<file path="config.mk">
export PLATFORM = sky130hd
export DESIGN_NAME = cfm_clk_supervisor
export DESIGN_NICKNAME = d
export VERILOG_FILES = /design/src/rtl/cfm_pkg.sv /design/src/rtl/cfm_sync_edge.sv /design/src/rtl/cfm_sys_mon.sv /design/src/rtl/cfm_wdt_mon.sv /design/src/rtl/cfm_clk_supervisor.sv
export SDC_FILE = /design/constraint.sdc
export NUM_CORES = 1
export LEC_CHECK = 0
export ABC_AREA = 1
export ABC_CLOCK_PERIOD_IN_PS = 2500
export BUFFER_PORTS_ARGS = -buffer_cell sky130_fd_sc_hd__buf_2
export CAP_MARGIN = 10
export CORE_AREA = 2 2 63 65
export DETAILED_ROUTE_END_ITERATION = 10
export DIE_AREA = 0 0 65 67
export PLACE_DENSITY = 0.82
export SYNTH_ARGS = -nofsm -noshare
export SYNTH_HDL_FRONTEND = slang
export SYNTH_SLANG_ARGS = --single-unit
</file>
<file path="constraint.sdc">
create_clock -name clk -period 2.5 [get_ports clk]
set_input_delay 0.25 -clock clk [delete_from_list [all_inputs] [get_ports clk]]
set_output_delay 0.25 -clock clk [all_outputs]
set_load 0.01 [all_outputs]
</file>
<file path="src/rtl/cfm_pkg.sv">
package cfm_pkg;
    localparam int SEL_W = 2;
    typedef logic [SEL_W-1:0] osc_sel_t;
    localparam osc_sel_t SEL_RESET = 2'b00;
    localparam osc_sel_t SEL_WDT   = 2'b11;
endpackage

</file>
<file path="src/rtl/cfm_sync_edge.sv">
module cfm_sync_edge #(
    parameter int STAGES = 2
) (
    input  logic clk,
    input  logic rst_n,
    input  logic async_in,
    output logic rise
);
    typedef struct packed {
        logic [STAGES:0] sh;
    } st_t;

    st_t s_d, s_q;

    always_comb begin
        s_d    = s_q;
        s_d.sh = {s_q.sh[STAGES-1:0], async_in};
        rise   = s_q.sh[STAGES-1] & ~s_q.sh[STAGES];
    end

    always_ff @(posedge clk or negedge rst_n) begin
        if (!rst_n) s_q <= '0;
        else        s_q <= s_d;
    end
endmodule

</file>
<file path="src/rtl/cfm_sys_mon.sv">
module cfm_sys_mon #(
    parameter int WIN_PERIODS = 8
) (
    input  logic clk,
    input  logic rst_n,
    input  logic active,
    input  logic sys_rise,
    input  logic wdt_rise,
    output logic fail
);
    localparam int WC_W = $clog2(WIN_PERIODS + 1);

    typedef struct packed {
        logic            armed;
        logic [WC_W-1:0] wc;
        logic [1:0]      ec;
    } st_t;

    st_t s_d, s_q;
    logic [2:0] total;

    always_comb begin
        s_d   = s_q;
        fail  = 1'b0;
        total = {1'b0, s_q.ec} + {2'b00, sys_rise};
        if (!active) begin
            s_d = '0;
        end else begin
            if (sys_rise && s_q.ec != 2'd2) s_d.ec = s_q.ec + 2'd1;
            if (wdt_rise) begin
                if (!s_q.armed) begin
                    s_d.armed = 1'b1;
                    s_d.wc    = '0;
                    s_d.ec    = '0;
                end else if (s_q.wc == WC_W'(WIN_PERIODS - 1)) begin
                    fail   = (total <= 3'd1);
                    s_d.wc = '0;
                    s_d.ec = '0;
                end else begin
                    s_d.wc = s_q.wc + 1'b1;
                end
            end
        end
    end

    always_ff @(posedge clk or negedge rst_n) begin
        if (!rst_n) s_q <= '0;
        else        s_q <= s_d;
    end
endmodule

</file>
<file path="src/rtl/cfm_wdt_mon.sv">
module cfm_wdt_mon #(
    parameter int LIMIT = 8004
) (
    input  logic clk,
    input  logic rst_n,
    input  logic active,
    input  logic sys_rise,
    input  logic wdt_rise,
    output logic fail
);
    localparam int CW = $clog2(LIMIT + 1);

    typedef struct packed {
        logic [CW-1:0] cnt;
    } st_t;

    st_t s_d, s_q;

    always_comb begin
        s_d  = s_q;
        fail = 1'b0;
        if (!active || wdt_rise) begin
            s_d.cnt = '0;
        end else if (sys_rise) begin
            if (s_q.cnt == CW'(LIMIT - 1)) begin
                fail    = 1'b1;
                s_d.cnt = '0;
            end else begin
                s_d.cnt = s_q.cnt + 1'b1;
            end
        end
    end

    always_ff @(posedge clk or negedge rst_n) begin
        if (!rst_n) s_q <= '0;
        else        s_q <= s_d;
    end
endmodule

</file>
<file path="src/rtl/cfm_clk_supervisor.sv">
module cfm_clk_supervisor
    import cfm_pkg::*;
#(
    parameter int WIN_PERIODS = 8,
    parameter int WDT_LIMIT   = 8004,
    parameter int SYNC_STAGES = 2
) (
    input  logic           clk,
    input  logic           rst_n,
    input  logic           sys_osc,
    input  logic           wdt_osc,
    input  logic           wr_en,
    input  logic [SEL_W-1:0] wr_sel,
    input  logic           wr_sys_det_en,
    input  logic           wr_wdt_det_en,
    input  logic           wr_wdt_osc_en,
    input  logic           wr_clr_sys,
    input  logic           wr_clr_wdt,
    output logic [SEL_W-1:0] clk_sel,
    output logic           sys_fail_flag,
    output logic           wdt_fail_flag,
    output logic           sys_fail_evt,
    output logic           wdt_fail_evt
);
    typedef struct packed {
        osc_sel_t sel;
        logic     sys_det_en;
        logic     wdt_det_en;
        logic     wdt_osc_en;
        logic     sys_flag;
        logic     wdt_flag;
        logic     wdt_dead;
        logic     sys_evt;
        logic     wdt_evt;
    } st_t;

    localparam st_t RESET_ST = '{sel: SEL_RESET, wdt_osc_en: 1'b1, default: '0};

    st_t  s_d, s_q;
    logic sys_rise, wdt_rise;
    logic sys_active, wdt_active;
    logic sys_fail, wdt_fail;

    logic [1:0] osc_in, osc_rise;
    assign osc_in   = {wdt_osc, sys_osc};
    assign sys_rise = osc_rise[0];
    assign wdt_rise = osc_rise[1];

    for (genvar g = 0; g < 2; g++) begin : g_sync
        cfm_sync_edge #(.STAGES(SYNC_STAGES)) i_sync (
            .clk      (clk),
            .rst_n    (rst_n),
            .async_in (osc_in[g]),
            .rise     (osc_rise[g])
        );
    end

    cfm_sys_mon #(.WIN_PERIODS(WIN_PERIODS)) i_sys_mon (
        .clk      (clk),
        .rst_n    (rst_n),
        .active   (sys_active),
        .sys_rise (sys_rise),
        .wdt_rise (wdt_rise),
        .fail     (sys_fail)
    );

    cfm_wdt_mon #(.LIMIT(WDT_LIMIT)) i_wdt_mon (
        .clk      (clk),
        .rst_n    (rst_n),
        .active   (wdt_active),
        .sys_rise (sys_rise),
        .wdt_rise (wdt_rise),
        .fail     (wdt_fail)
    );

    always_comb begin
        sys_active = s_q.sys_det_en && s_q.wdt_osc_en && (s_q.sel != SEL_WDT)
                     && !s_q.wdt_dead && !s_q.sys_flag;
        wdt_active = s_q.wdt_det_en && s_q.wdt_osc_en && (s_q.sel != SEL_WDT)
                     && !s_q.wdt_dead;

        s_d         = s_q;
        s_d.sys_evt = 1'b0;
        s_d.wdt_evt = 1'b0;

        if (wr_en) begin
            s_d.sel        = wr_sel;
            s_d.sys_det_en = wr_sys_det_en;
            s_d.wdt_det_en = wr_wdt_det_en;
            s_d.wdt_osc_en = wr_wdt_osc_en;
            if (wr_clr_sys) s_d.sys_flag = 1'b0;
            if (wr_clr_wdt) s_d.wdt_flag = 1'b0;
        end

        if (sys_fail) begin
            s_d.sys_flag = 1'b1;
            s_d.sel      = SEL_WDT;
            s_d.sys_evt  = 1'b1;
        end

        if (wdt_fail) begin
            s_d.wdt_flag = 1'b1;
            s_d.wdt_dead = 1'b1;
            s_d.wdt_evt  = 1'b1;
        end
    end

    always_ff @(posedge clk or negedge rst_n) begin
        if (!rst_n) s_q <= RESET_ST;
        else        s_q <= s_d;
    end

    assign clk_sel       = s_q.sel;
    assign sys_fail_flag = s_q.sys_flag;
    assign wdt_fail_flag = s_q.wdt_flag;
    assign sys_fail_evt  = s_q.sys_evt;
    assign wdt_fail_evt  = s_q.wdt_evt;
endmodule

</file>
==> results of run 1 <==
[critical path: cells and delay by family (launching register included)]
family	cells	cell delay (ns)
flops	1	0.36
buf+inv	2	0.15
simple gates	7	0.73
fa+ha+maj	1	0.28
[power groups by stage]
stage          Clock, W  Combinational [W]  Sequential, W
2_1_floorplan         0          0.0000658       0.000618
3_3_place_gp          0          0.0000911       0.000619
4_1_cts        0.000524          0.0000944       0.000609
3_5_place_dp          0          0.0000930       0.000620
6_report       0.000511          0.0000925       0.000609
5_1_grt        0.000544           0.000108       0.000611
[logic make-up after synthesis]
family / Yosys count / share of synthesized area
compound gates: 17 / 0.0461
mux: 3 / 0.0162
simple gates: 139 / 0.339
xor+xnor: 2 / 0.00910
fa+ha+maj: 6 / 0.0390
flops: 36 / 0.468
buf+inv: 38 / 0.0819
[synth_stat cells]
master,n
a21boi_0,1
a21oi_1,8
buf_4,2
buf_6,1
clkbuf_1,1
dfrtp_1,35
dfstp_2,1
ha_1,6
inv_1,31
inv_2,3
mux2_2,1
mux2i_1,2
nand2_1,68
nand2_2,6
nand3_1,16
nand3_2,2
nand4_1,7
nor2_1,26
nor2_2,4
nor2_4,3
nor3_1,1
nor3_2,2
nor3_4,1
o21ai_0,7
o22ai_1,1
or2_1,2
or2_2,1
xor2_1,2
[through the flow]
step	hold WS (ns)	instances
detailed placement	0.336	302
global placement	0.332	302
floorplan	-0.0456	241
finish	0.0267	310
global route	0.0548	310
CTS	0.0523	310
[how the worst max path moves through the flow]
stage	endpoint	start	cells past startpoint	slack [ns]
after floorplan	clk_sel[0]	g_sync[0].i_sync.s_q[2]	10	1.13
after global placement	clk_sel[1]	g_sync[0].i_sync.s_q[2]	10	1.02
after detailed placement	sys_fail_flag	g_sync[0].i_sync.s_q[2]	10	0.96
after CTS	sys_fail_flag	g_sync[0].i_sync.s_q[2]	10	0.92
after global routing	clk_sel[0]	g_sync[0].i_sync.s_q[2]	10	0.73
final	sys_fail_flag	g_sync[0].i_sync.s_q[2]	10	0.94
[metal layers]
layer  routed length (um)  share of wire
met1                 1680           0.45
met2                 1810           0.48
met3                  163          0.044
met4                   98          0.026
met5                    0              0
[state kept, by name, indices dropped and copies added (netlist names)]
register,count
i_wdt_mon.s_q,13
sys_fail_evt,1
g_sync.i_sync.s_q,6
s_q,4
sys_fail_flag,1
wdt_fail_flag,1
clk_sel,2
wdt_fail_evt,1
i_sys_mon.s_q,7
[cell type report]
type / count / area, um2
clock buffer: 5 / 68.8
clock inverter: 3 / 42.5
inverter: 34 / 128
multi-input combinational: 167 / 866
sequential: 36 / 902
fill: 318 / 1450
timing repair buffer: 17 / 85.1
tap: 48 / 60.1
==> impl_metrics.py, run 1 <==
metrics = {
    "setup_path": {
        "rrSetupSlack_ns": 0.94,
        "startpoint_type": "flop",
        "crit_arrival_ns": 1.79,
        "path_common_cell": "nand2_1",
        "critPathSlowestCell": "dfrtp_1",
        "worst_ep_required_time_ns": 2.74,
        "r2r-end": "sys_fail_flag",
        "reg2reg_depth": 10,
        "max_stage_delay_ns": 0.36,
        "timing.rr.start": "g_sync[0].i_sync.s_q[2]",
        "endpoint_kind": "flop",
        "path_cells": "inv_1 -> nand2_1 -> nor2_1 -> inv_1 -> ha_1 -> nor2_1 -> nand2_1 -> nand2_1 -> nand2_2 -> nand2_1",
        "cp_max_fo": 5,
        "crit_type": "reg2reg",
    },
    "power": {
        "p_sw_frac": 0.238,
        "p_seq_frac": 0.502,
        "comb_power_share": 0.076,
        "ir_drop_mv": 0.575,
        "p_leak_nw": 1.10,
        "power_density_nw_per_um2": 564,
        "p_total_w": 0.00121,
        "clkPwrFrac": 0.421,
        "p_sw_w": 0.000289,
        "internal_power_w": 0.000924,
    },
    "detailed_routing": {
        "via_per_inst": 5.10,
        "antenna_left": 0,
        "num_vias": 1582,
        "routed_wl_um": 3740,
        "drtIter0Drc": 65,
        "drc": 0,
        "wl_per_cell_um": 12.1,
        "first_pass_iters": 4,
    },
    "timing": {
        "hold_violations": 0,
        "fmax_ghz": 0.641,
        "skew_ns": 0.00337,
        "maxSlewViolCount": 0,
        "post-route-period-util": 0.624,
        "final-setup-viol-count": 0,
        "slew-limit-headroom": 0.490,
        "fin_crit_ns": 1.56,
        "worst-slew-pin-transition_ns": 0.765,
        "rsz0062_at_grt": "false",
        "final.setup.tns_ns": 0,
        "worst_slack_ns": 0.941,
    },
    "cts": {
        "cts_buffers": 5,
        "post_cts_buffers": 0,
        "htree_num_levels": 2,
        "cts_hold_buf": 0,
        "clkTransAtPathRegs_ns": 0.07,
        "cts.path.max_buffers": 2,
        "root_buffer": "clkbuf_8",
        "clock_latency_ns": 0.29,
        "cts.repair.resized": 0,
        "clock_sinks": 36,
        "tritoncts": "built",
    },
    "synthesis": {
        "syn_area_um2": 1930,
        "synth_warnings": 0,
        "syn_nets": 259,
        "synth.area.top_cells": "dfrtp_1 45%, nand2_1 13%, inv_1 6.0%",
        "ys_seq_elements": 36,
        "netlist.area_leader.share": 0.455,
        "synth.distinct_cells": 28,
        "seq_area_frac_synth": 0.468,
        "synth_area_per_cell_um2": 7.99,
        "syn_inst": 241,
        "synth_top_area_cell": "dfrtp_1",
    },
    "finish": {
        "antenna_cells": 0,
        "postLayoutCoreUtil": 0.597,
        "area_delta_synth_final_pct": 11.8,
        "final_area_um2": 2150,
        "drive_gt1_frac": 0.187,
        "layout_common_cells": "68 x nand2_1, 35 x dfrtp_1, 31 x inv_1, 26 x nor2_1, 17 x buf_2",
        "final_common_cell": "nand2_1",
        "layout.nets": 279,
    },
    "placement": {
        "port_buffers": 17,
        "hpwl_um": 2590,
        "dp_slack_ns": 0.958,
        "place_congestion": 0.837,
        "placed_area_um2": 2040,
    },
    "flow_run": {
        "cap_viol_max_count": 0,
    },
    "global_routing": {
        "grt_max_degree": 37,
        "antenna_found_initial": 0,
        "busiest_layer": "met2",
        "globalRouteMet2Util": 0.357,
        "grt_util_all_layers": 0.208,
        "use_met1": 0.251,
        "gr-total-overflow": 0,
        "met3_usage": 0.0405,
        "grt_pass1_wl_um": 6760,
        "grt_pass1_vias": 1609,
    },
    "floorplanning": {
        "die-height_um": 67,
        "die_area_um2": 4360,
        "io_pins": 18,
        "die_x_um": 65,
        "start_util": 0.534,
        "rows": 22,
        "core_um2": 3610,
    },
    "status": {
        "status": "complete, no violations",
    },
    "hold_path": {
        "worstHoldPathType": "in2async",
    },
}
Power figures use the tool's default switching activity.
==> run 2, diff against run 1 <==
--- a/config.mk
+++ b/config.mk
@@ -6,13 +6,13 @@
 export NUM_CORES = 1
 export LEC_CHECK = 0
 export ABC_AREA = 1
-export ABC_CLOCK_PERIOD_IN_PS = 2500
+export ABC_CLOCK_PERIOD_IN_PS = 1350
 export BUFFER_PORTS_ARGS = -buffer_cell sky130_fd_sc_hd__buf_2
 export CAP_MARGIN = 10
-export CORE_AREA = 2 2 63 65
+export CORE_AREA = 2 2 64 66
 export DETAILED_ROUTE_END_ITERATION = 10
-export DIE_AREA = 0 0 65 67
-export PLACE_DENSITY = 0.82
+export DIE_AREA = 0 0 66 68
+export PLACE_DENSITY = 0.83
 export SYNTH_ARGS = -nofsm -noshare
 export SYNTH_HDL_FRONTEND = slang
 export SYNTH_SLANG_ARGS = --single-unit
==> constraint.sdc (replaced) <==
create_clock -name clk -period 1.35 [get_ports clk]
set_input_delay 0.135 -clock clk [delete_from_list [all_inputs] [get_ports clk]]
set_output_delay 0.135 -clock clk [all_outputs]
set_load 0.01 [all_outputs]
==> run 2 against run 1 <==
  * The run now ends with setup timing left
  * Via count rose by 8.5%
  * Flip-flop and latch count unchanged
  * Sequential share of layout area decreased by 5.5 points
==> impl_metrics.py, run 2 (same netlist as run 1, synthesis figures left out) <==
metrics = {
    "timing": {
        "slew-limit-headroom": 0.723,
        "post-route-period-util": 1.05,
        "worst_slack_ns": -0.0741,
        "fin_crit_ns": 1.42,
        "maxSlewViolCount": 0,
        "rsz0062_at_grt": "true",
        "final.setup.tns_ns": -0.874,
        "hold_ws_ns": 0.0633,
        "worst-slew-pin-transition_ns": 0.415,
        "hold_violations": 0,
        "final-setup-viol-count": 22,
        "fmax_ghz": 0.702,
        "skew_ns": 0.00516,
    },
    "detailed_routing": {
        "drc": 0,
        "routed_wl_um": 4260,
        "num_vias": 1716,
        "drtIter0Drc": 69,
        "first_pass_iters": 4,
        "via_per_inst": 5.08,
        "antenna_left": 0,
        "wl_per_cell_um": 12.6,
    },
    "hold_path": {
        "worstHoldPathType": "in2reg",
    },
    "setup_path": {
        "crit_arrival_ns": 1.65,
        "cp_max_fo": 5,
        "startpoint_type": "flop",
        "endpoint_kind": "flop",
        "worst_ep_required_time_ns": 1.58,
        "crit_type": "reg2reg",
    },
    "status": {
        "status": "finished with violations",
        "violations": "setup timing",
    },
    "global_routing": {
        "antenna_found_initial": 0,
        "gr-total-overflow": 0,
        "grt_max_degree": 20,
        "grt_pass1_wl_um": 6570,
        "grt_pass1_vias": 1565,
        "grt_util_all_layers": 0.197,
    },
    "finish": {
        "largest_reg_flops": 13,
        "antenna_cells": 0,
        "largest_registers": "i_wdt_mon.s_q (13), i_sys_mon.s_q (7), g_sync.i_sync.s_q (6)",
        "final_common_cell": "nand2_1",
        "drive_gt1_frac": 0.326,
        "largest_register": "i_wdt_mon.s_q",
        "layout.nets": 305,
        "final_area_um2": 2480,
        "area_delta_synth_final_pct": 28.8,
        "layout_common_cells": "63 x nand2_1, 35 x dfrtp_1, 28 x inv_1, 22 x nor2_1, 19 x buf_4",
    },
    "power": {
        "p_leak_nw": 1.24,
        "power_density_nw_per_um2": 940,
        "ir_drop_mv": 0.827,
    },
    "cts": {
        "clock_sinks": 36,
        "cts.path.max_buffers": 2,
        "clock_latency_ns": 0.29,
        "clkTransAtPathRegs_ns": 0.07,
        "cts_buffers": 5,
        "tritoncts": "built",
        "htree_num_levels": 2,
        "root_buffer": "clkbuf_8",
    },
    "floorplanning": {
        "rows": 23,
        "die_area_um2": 4490,
        "io_pins": 18,
        "die-height_um": 68,
        "start_util": 0.499,
        "die_x_um": 66,
        "core_um2": 3860,
    },
    "placement": {
        "placed_area_um2": 2180,
        "port_buffers": 17,
        "dp_slack_ns": -0.109,
        "place_congestion": 0.892,
        "hpwl_um": 2850,
    },
    "flow_run": {
        "cap_viol_max_count": 0,
    },
}
[run 2: changes by cell type in the layout (fill, tap and decap cells not counted), sizes merged]
cell / delta
buf: +22
nand3: +1
dlygate4sd3: +3
[run 2: where the power goes]
group          leakage [nW]  internal (W)  switching, W  total [W]
logic                 0.709      0.000108      0.000156   0.000264
clock network        0.0541      0.000546      0.000393   0.000939
registers             0.477       0.00111     0.0000184    0.00113
[run 2: layout make-up]
type,instances,area [um2]
multi-input cells,168,973
well taps,50,62.6
repair buffers,42,300
fillers,304,1380
inverters,34,130
flip-flops and latches,36,902
clock buffers,5,68.8
clock inverters,3,42.5
[run 2: path summary, 6_finish.rpt]
path	start	endpoint	slack [ns]	cells past startpoint
min in group asynchronous	rst_n	clk_sel[0]	0.31	2
worst max-delay path	s_q[5]	i_sys_mon.s_q[4]	-0.07	7
worst min register to register	g_sync[0].i_sync.s_q[0]	g_sync[0].i_sync.s_q[1]	0.35	0
max in group asynchronous	rst_n	i_wdt_mon.s_q[3]	0.61	3
worst min-delay path	wr_wdt_det_en	s_q[6]	0.06	3
worst max register to register	s_q[5]	i_sys_mon.s_q[4]	-0.07	7
[run 2: critical path, stage by stage (launching register included)]
cell	delay, ns
dfstp_2	0.54
nand2_2	0.06
nor2_4	0.21
nand2_4	0.10
nor2_4	0.13
buf_4	0.13
nand2_1	0.07
a21oi_2	0.13
[run 2: what timing repair did]
item / CTS / global route
setup buffers: 1 / 5
setup endpoints to repair: 17 / 25
gates resized for setup: 5 / 28
cloned: 0 / 1
hold endpoints to repair: 19 / 0
hold buffers: 3 / 0
pin swaps: 5 / 13
[run 2: routing by layer]
metal / up-vias / share of wire / track usage
met4: 0 / 0.029 / 0.0893
met1: 787 / 0.41 / 0.240
met2: 64 / 0.50 / 0.340
met5: - / 0 / 0
li1: 853 / - / -
met3: 12 / 0.054 / 0.0395
[run 2: metrics by stage]
step / utilization / power, W / std cells
after CTS: 0.609 / 0.00230 / 332
after global placement: 0.565 / 0.00133 / 320
final: 0.643 / 0.00233 / 338
after global routing: 0.643 / 0.00243 / 338
after detailed placement: 0.565 / 0.00134 / 320
after floorplan: - / 0.00127 / 241
